[src/rtl/updn_timer_pkg.sv]
package updn_timer_pkg;

    typedef enum logic {
        PWM_TOGGLE = 1'b0,
        PWM_MATCH  = 1'b1
    } pwm_mode_e;

    typedef struct packed {
        logic at_term;
        logic evt_reload;
        logic tout;
    } cnt_evt_t;

    function automatic logic term_hit(input logic up, input logic [31:0] cnt,
                                      input logic [31:0] full);
        return up ? (cnt == full) : (cnt == 32'd0);
    endfunction

endpackage

[src/rtl/updn_timer_counter.sv]
module updn_timer_counter
    import updn_timer_pkg::*;
#(
    parameter int WIDTH = 16
) (
    input  logic             clk,
    input  logic             rst,
    input  logic             en,
    input  logic             dir_up,
    input  logic [WIDTH-1:0] load_val,
    input  logic             evt_rst_en,
    input  logic             evt_in,
    output logic [WIDTH-1:0] count,
    output cnt_evt_t         ev
);
    localparam logic [WIDTH-1:0] FULL = '1;

    always_comb begin
        ev.evt_reload = en & evt_rst_en & evt_in;
        ev.at_term    = term_hit(dir_up, 32'(count), 32'(FULL));
        ev.tout       = en & ev.at_term & ~ev.evt_reload;
    end

    always_ff @(posedge clk) begin
        if (rst)
            count <= '0;
        else if (!en || ev.evt_reload || ev.tout)
            count <= load_val;
        else if (dir_up)
            count <= count + 1'b1;
        else
            count <= count - 1'b1;
    end

    p_step_up_r3: assert property (@(posedge clk) disable iff (rst)
        (en && dir_up && !ev.tout && !ev.evt_reload) |=> (count - $past(count)) == WIDTH'(1));
    p_step_dn_r3: assert property (@(posedge clk) disable iff (rst)
        (en && !dir_up && !ev.tout && !ev.evt_reload) |=> ($past(count) - count) == WIDTH'(1));
    p_reload_r4: assert property (@(posedge clk) disable iff (rst)
        ev.tout |=> count == $past(load_val));
    p_evt_reload_r10: assert property (@(posedge clk) disable iff (rst)
        ev.evt_reload |=> count == $past(load_val));
endmodule

[src/rtl/updn_timer_flags.sv]
module updn_timer_flags #(
    parameter int WIDTH = 16
) (
    input  logic             clk,
    input  logic             rst,
    input  logic             tout,
    input  logic             cap_trig,
    input  logic             clr_req,
    input  logic [WIDTH-1:0] count,
    output logic             timeout_flag,
    output logic             cap_pend,
    output logic [WIDTH-1:0] cap_val
);
    always_ff @(posedge clk) begin
        if (rst) begin
            timeout_flag <= 1'b0;
            cap_pend     <= 1'b0;
            cap_val      <= '0;
        end else begin
            if (tout)         timeout_flag <= 1'b1;
            else if (clr_req) timeout_flag <= 1'b0;
            if (cap_trig) begin
                cap_pend <= 1'b1;
                cap_val  <= count;
            end else if (clr_req) begin
                cap_pend <= 1'b0;
            end
        end
    end

    p_tout_set_r5: assert property (@(posedge clk) disable iff (rst)
        tout |=> timeout_flag);
    p_tout_sticky_r5: assert property (@(posedge clk) disable iff (rst)
        (timeout_flag && !clr_req) |=> timeout_flag);
    p_capture_r6: assert property (@(posedge clk) disable iff (rst)
        cap_trig |=> (cap_pend && cap_val == $past(count)));
    p_cap_sticky_r6: assert property (@(posedge clk) disable iff (rst)
        (cap_pend && !clr_req) |=> cap_pend);
endmodule

[src/rtl/updn_timer_pwm.sv]
module updn_timer_pwm
    import updn_timer_pkg::*;
#(
    parameter int WIDTH = 16
) (
    input  logic             clk,
    input  logic             rst,
    input  logic             en,
    input  pwm_mode_e        mode,
    input  logic             idle_lvl,
    input  logic [WIDTH-1:0] count,
    input  logic [WIDTH-1:0] match_val,
    input  logic             tout,
    output logic             pwm_out
);
    logic match_hit;

    always_comb match_hit = en && (count == match_val);

    always_ff @(posedge clk) begin
        if (rst)
            pwm_out <= 1'b0;
        else if (!en)
            pwm_out <= idle_lvl;
        else begin
            unique case (mode)
                PWM_TOGGLE: if (tout) pwm_out <= ~pwm_out;
                PWM_MATCH: begin
                    if (tout)           pwm_out <= idle_lvl;
                    else if (match_hit) pwm_out <= ~idle_lvl;
                end
                default: pwm_out <= idle_lvl;
            endcase
        end
    end

    p_idle_dis_r2: assert property (@(posedge clk) disable iff (rst)
        !en |=> pwm_out == $past(idle_lvl));
    p_toggle_r7: assert property (@(posedge clk) disable iff (rst)
        (en && mode == PWM_TOGGLE && tout) |=> pwm_out != $past(pwm_out));
    p_match_hold_r8: assert property (@(posedge clk) disable iff (rst)
        (en && mode == PWM_MATCH && !tout && !match_hit) |=> $stable(pwm_out));
    p_match_release_r9: assert property (@(posedge clk) disable iff (rst)
        (en && mode == PWM_MATCH && tout) |=> pwm_out == $past(idle_lvl));
endmodule

[src/rtl/updn_timer.sv]
module updn_timer
    import updn_timer_pkg::*;
#(
    parameter int WIDTH = 16
) (
    input  logic             clk,
    input  logic             rst,
    input  logic             en,
    input  logic             dir_up,
    input  logic [WIDTH-1:0] load_val,
    input  logic [WIDTH-1:0] match_val,
    input  logic             match_mode,
    input  logic             idle_lvl,
    input  logic             evt_rst_en,
    input  logic             evt_in,
    input  logic             cap_trig,
    input  logic             clr_req,
    output logic [WIDTH-1:0] count,
    output logic             timeout_flag,
    output logic             cap_pend,
    output logic [WIDTH-1:0] cap_val,
    output logic             evt_rst_busy,
    output logic             pwm_out
);
    cnt_evt_t  ev;
    pwm_mode_e mode;

    always_comb mode = pwm_mode_e'(match_mode);
    always_comb evt_rst_busy = ev.evt_reload;

    updn_timer_counter #(.WIDTH(WIDTH)) u_cnt (
        .clk(clk), .rst(rst), .en(en), .dir_up(dir_up), .load_val(load_val),
        .evt_rst_en(evt_rst_en), .evt_in(evt_in), .count(count), .ev(ev)
    );

    updn_timer_flags #(.WIDTH(WIDTH)) u_flags (
        .clk(clk), .rst(rst), .tout(ev.tout), .cap_trig(cap_trig),
        .clr_req(clr_req), .count(count), .timeout_flag(timeout_flag),
        .cap_pend(cap_pend), .cap_val(cap_val)
    );

    updn_timer_pwm #(.WIDTH(WIDTH)) u_pwm (
        .clk(clk), .rst(rst), .en(en), .mode(mode), .idle_lvl(idle_lvl),
        .count(count), .match_val(match_val), .tout(ev.tout), .pwm_out(pwm_out)
    );

    p_reset_r1: assert property (@(posedge clk)
        rst |=> (count == '0 && !timeout_flag && !cap_pend && !pwm_out));
endmodule

[config.mk]
export PLATFORM = sky130hd
export DESIGN_NAME = updn_timer
export DESIGN_NICKNAME = d
export VERILOG_FILES = /design/src/rtl/updn_timer_pkg.sv /design/src/rtl/updn_timer_counter.sv /design/src/rtl/updn_timer_flags.sv /design/src/rtl/updn_timer_pwm.sv /design/src/rtl/updn_timer.sv
export SDC_FILE = /design/constraint.sdc
export NUM_CORES = 1
export LEC_CHECK = 0
export ABC_AREA = 0
export BUFFER_PORTS_ARGS = -buffer_cell sky130_fd_sc_hd__buf_2
export CAP_MARGIN = 10
export CORE_MARGIN = 4
export CORE_UTILIZATION = 45
export CTS_CLUSTER_SIZE = 25
export DETAILED_ROUTE_END_ITERATION = 6
export MAX_ROUTING_LAYER = met4
export PLACE_DENSITY = 0.76
export SLEW_MARGIN = 20
export SYNTH_ARGS = -nofsm -noshare
export SYNTH_HDL_FRONTEND = slang
export SYNTH_SLANG_ARGS = --single-unit
[constraint.sdc]
create_clock -name clk -period 4.1 [get_ports clk]
set_clock_uncertainty 0.05 [all_clocks]
set_input_delay 1.23 -clock clk [delete_from_list [all_inputs] [get_ports clk]]
set_output_delay 1.23 -clock clk [all_outputs]
set_load 0.05 [all_outputs]
==> impl_results.md, run 1 <==
* Clock tree buffer depth at 2
* Root Buffer: clkbuf_8
* CP Launch Type: primary input
* Post-CTS setup buffers at 0
* Setup TNS at 0 ns
* Antenna violations before repair at 0
* Worst slew pin tran at 0.635 ns
* Slew headroom at 57.6%
* #FFs+latches synth at 35
* VDD IR max at 0.146 mV
* Die width at between 70 and 80 um
* Via density at 5.37
* Final setup vio count at 0
* DRT Pass-1 Iters at 5
* Status: complete, no violations
* Crit end category: flip-flop
* Num CTS Buffers at 5
* Critical Path Fanout Max at 14
* Most common cell after layout, fill and taps aside: buf_2
* Antenna viol nets, final at 0
* Power per cell area at 382 nW/um2
* Average wire per standard cell at 14.7 um
* Worst-path clk slew at 0.07 ns
* Slew Limit Fails at 0
* Seq/Total Area, Yosys at a little under a third
* Area of the core at between 4000 and 5000 um2
* Synth Cell Area at 2210 um2
* H-tree lvl count at 2
* Worst EP required at 4.23 ns
* Diodes inserted at 0
* Max cap viols at 0
* GPL Wtd Cong at 0.997
* Syn Area/Cell at 8.24 um2
* Primary FF master, synth: dfxtp_1
* Die Ht at ~78 um
* Most frequent cells in the layout: buf_2 (77), dfxtp_1 (35), nor2_1 (33), nand2_1 (29), a21oi_1 (24)
* DP HPWL at 4640 um
* Routed wire length at 6060 um
* PortBufs at 77
* Largest net degree at the start of global routing at 37
* Grt ovf at 0
* Post-Syn Instances at around 270
* Final hold violations at 0
* Vias in the first global route at 2,135
* Area of the die at approximately 6100 um2
* RSZ-0062 raised after global routing: false
* Final Cycle Share at 82.8%
* CTS tree: yes
* Final min period at 3.39 ns
* WL met2 at ~2800 um
* Wire length on met3 at 509 um
* Cts hold-fix bufs at 0
* Post-CTS sizing at 0
* Post-Route Utilization at 57.9%
* Crit path kind: in -> reg
* Worst hold path type: reg -> reg
* GRT Util Overall at 21.3%
* Library cells used by synthesis at 45
* EDFF count, synth at 0
* TritonCTS Sinks at 35
* Post-route DRC at 0
* Share of post-route cells with drive strength above 1 at 26.1%
* DR top layer: met4
* Fmax at 295 MHz
* Ys async rst share at 0%
* Flop2flop setup slack at 1.54 ns
* Starting Density at 46.8%
* DR vias at 2,213
* Synth Net Count at 325
* Crit path DAT at about 3.5 ns
* I/O Pins at 78
* Layout Nets at 402
* Rows at 25
* Global-route wire length before repair at 10,200 um
* M1 wire length at 2670 um
* P_leak at approximately 1.3 nW
* Yosys warns at 0
* Worst-skew pair later-pin latency at 0.29 ns
* Iteration-0 DRC Markers at 143
* Filler cells at between 400 and 500
* Synth-to-layout area growth at 23.7%
per-stage QoR:
stage / setup slack (ns) / area [um2] / instances / hold WS (ns) / power, mW
2_1_floorplan: 0.818 / 2210 / 268 / 0.683 / 0.697
3_3_place_gp: 0.498 / 2650 / 405 / 0.414 / 0.789
3_5_place_dp: 0.430 / 2650 / 405 / 0.421 / 0.795
4_1_cts: 0.720 / 2730 / 412 / 0.438 / 1.05
5_1_grt: 0.514 / 2730 / 412 / 0.476 / 1.11
6_report: 0.706 / 2730 / 412 / 0.431 / 1.04
cell usage after synthesis (2+ instances only):
master    number  area (um2)
ha_1          14         175
o21a_1         3        22.5
and3_1         2        12.5
a21o_1         4        30.0
xor2_1         8        70.1
inv_1          9        33.8
nor3_1         4        20.0
o22ai_1        3        18.8
dfxtp_1       35         701
nand4_1        5        31.3
clkbuf_1       3        11.3
mux2i_1       16         160
nor2b_1        2        12.5
nor4_1         6        37.5
nor2_1        33         124
buf_1          2        7.51
a311o_1        2        20.0
o21ai_0        6        30.0
nand3_1       10        50.1
nand2_1       29         109
a211oi_1       3        22.5
xnor2_1       21         184
a21oi_1       24         120
and4_1         3        26.3
layer usage:
metal	GRT usage (%)	vias up
met5	-	-
met4	6.29	0
met3	4.93	7
met2	34.0	97
met1	27.1	996
li1	-	1113
flip-flops by register name (all words and copies together) (netlist names):
register              cells
u_flags.cap_pend          1
u_cnt.count              16
u_flags.timeout_flag      1
u_pwm.pwm_out             1
u_flags.cap_val          16
critical path, cell delays in order:
cell and delay (ns):
buf_2 0.14, inv_1 0.36, ha_1 0.37, a21oi_1 0.15
o22ai_1 0.14, a211oi_2 0.35, o21a_1 0.19, o21ai_1 0.08
and4_1 0.21, a311o_1 0.30
final timing paths:
path,startpoint,endpoint,cells after the start
max,dir_up,u_cnt.count[13],10
min,u_flags.cap_pend,u_flags.cap_pend,2
max reg2reg,u_cnt.count[0],u_cnt.count[12],9
min reg2reg,u_flags.cap_pend,u_flags.cap_pend,2
where the power goes:
part / switching (mW) / leakage (nW) / internal (mW)
Clock: 0.121 / 0.0470 / 0.132
Sequential: 0.0407 / 0.288 / 0.367
Combinational: 0.243 / 0.968 / 0.140
kinds of logic after synthesis:
kind of cell / Yosys count / synth area share (%)
AOI/OAI and AO/OA: 57 / 16.7
adders and majority gates: 15 / 8.84
DFF: 35 / 31.7
muxes: 16 / 7.25
xor gates and xnor gates: 29 / 11.5
and+or+nand+nor: 98 / 20.3
buffers and inverters: 18 / 3.68
layout make-up:
cell class	instances	area (um2)	area share (%)
inverters	9	33.8	1.24
multi-input cells	215	1430	52.2
repair buffers	79	400	14.7
flip-flops and latches	35	701	25.6
well taps	67	83.8	3.07
clock inverters	1	5.00	0.183
clock buffers	6	82.6	3.02
Note: power is estimated with default switching activity, not from simulation.
==> inputs of run 2 (changes only) <==
==> constraint.sdc (replaced) <==
create_clock -name clk -period 3.2 [get_ports clk]
set_clock_uncertainty 0.05 [all_clocks]
set_input_delay 0.96 -clock clk [delete_from_list [all_inputs] [get_ports clk]]
set_output_delay 0.96 -clock clk [all_outputs]
set_load 0.05 [all_outputs]
==> run 2 against run 1 <==
- worst hold slack better by 0.011 ns
- combinational power increased by 29%
- count of clock-buffer cells in the layout unchanged
- sequential power grew 28%
- via count is the same
- routed wire length shrank 0.97%
- sequential cell count stayed put
- register-to-register slack lost 0.82 ns
- first-iteration DRC count is 4.9% lower
==> impl_results.md, run 2 (synthesized netlist as in run 1, its figures left out) <==
* Status: complete, no violations
* CTS tree: yes
* Power per cell area at 511 nW/um2
* Worst hold margin at roughly 0.44 ns
* Slew headroom at ~54%
* Slew Limit Fails at 0
* Crit path launch: dir_up
* Antenna violations before repair at 0
* P_leak at 1.34 nW
* Crit path kind: in -> reg
* Share of post-route cells with drive strength above 1 at approximately 27%
* Die Ht at between 70 and 80 um
* Num CTS Buffers at 5
* HP Start: u_flags.cap_val[11]
* Setup Slack @ Placement at 0.0135 ns
* Worst-path clk slew at 0.07 ns
* Via density at 5.31
* PortBufs at between 70 and 80
* DR vias at 2,213
* Tot Pwr at ~1.4 mW
* Global-route wire length before repair at 10,000 um
* Post-Layout Cell Count at 417
* Average wire per standard cell at ~14 um
* Starting Density at a little under half
* Largest regs: u_cnt.count x16, u_flags.cap_val x16
* Max cap viols at 0
* Most frequent cells in the layout: buf_2 (77), dfxtp_1 (35), nor2_1 (33), nand2_1 (29), a21oi_1 (24)
* Layout Nets at 406
* Area of the die at between 6000 and 7000 um2
* Crit end category: flip-flop
* Synth-to-layout area growth at 26.5%
* Final setup vio count at 0
* Final Cycle Share at about 90%
* Grt ovf at 0
* Die width at between 70 and 80 um
* RSZ-0062 raised after global routing: false
* GPL Wtd Cong at 0.931
* Worst EP required at ~3.3 ns
* Final Cell Area at 2790 um2
* Clock tree buffer depth at 2
* VDD IR max at roughly 0.22 mV
* Final min period at between 2 and 3 ns
* Setup TNS at 0 ns
* Worst slew pin tran at about 0.68 ns
* DP HPWL at 4710 um
* Diodes inserted at 0
* Post-CTS setup buffers at 0
* Post-route DRC at 0
* H-tree lvl count at 2
* TritonCTS Sinks at 35
* Antenna viol nets, final at 0
* CP Launch Type: primary input
* I/O Pins at 78
* DRT Pass-1 Iters at 4
* Post-Route Utilization at 59.1%
* Setup ws final at ~0.31 ns
* Largest net degree at the start of global routing at 21
* Iteration-0 DRC Markers at 136
* Worst hold path type: reg -> reg
* Reg2Reg Launch Point: u_cnt.count[0]
* Final hold violations at 0
* Area of the core at about 4700 um2
* Root Buffer: clkbuf_8
* Placed Cells at 409
* Vias in the first global route at 2,153
* Critical Path Fanout Max at 9
* Cts hold-fix bufs at 0
* Routed wire length at 6000 um
* GRT Util Overall at between 20% and 30%
* Rows at 25
* Crit path DAT at around 3 ns
* Most common cell after layout, fill and taps aside: buf_2
* Flop2flop setup slack at between 0.7 and 0.8 ns
* Worst-skew pair later-pin latency at 0.28 ns
* Post-CTS sizing at 0
* Fmax at between 300 and 400 MHz
* Placed Instance Area at 2680 um2
run 2: cell types whose count changed in the layout (fill, tap and decap cells not counted):
cell / before / now
bufinv_16: 0 / 1
buf_4: 2 / 6
run 2: worst paths after layout:
path	to	depth (start not counted)
max	u_cnt.count[13]	10
min	u_flags.cap_val[11]	2
max reg2reg	u_cnt.count[12]	9
min reg2reg	u_flags.cap_val[11]	2
run 2: layout make-up:
cell class                 count  area (um2)
multi-input combinational    215        1430
clock inverter                 2        35.0
clock buffer                   6        82.6
fill                         434        1930
tap                           67        83.8
timing repair buffer          83         430
inverter                       9        33.8
sequential                    35         701
run 2: where the power goes:
part           internal, mW  switching (mW)
Sequential            0.470          0.0524
Clock                 0.252           0.160
Combinational         0.184           0.309
run 2: worst max-delay path, stage by stage:
cell and delay [ns]:
buf_2 0.14, inv_1 0.24, ha_1 0.34, a21oi_1 0.17, o22ai_1 0.12, a211oi_2 0.28, o21a_1 0.18, o21ai_1 0.08
and4_1 0.21, a311o_1 0.30
run 2: layer usage:
metal	GRT usage, %	part of all wire, %
met5	-	0
met4	5.77	1.1
met3	4.01	6.9
met2	34.2	44
met1	25.8	48
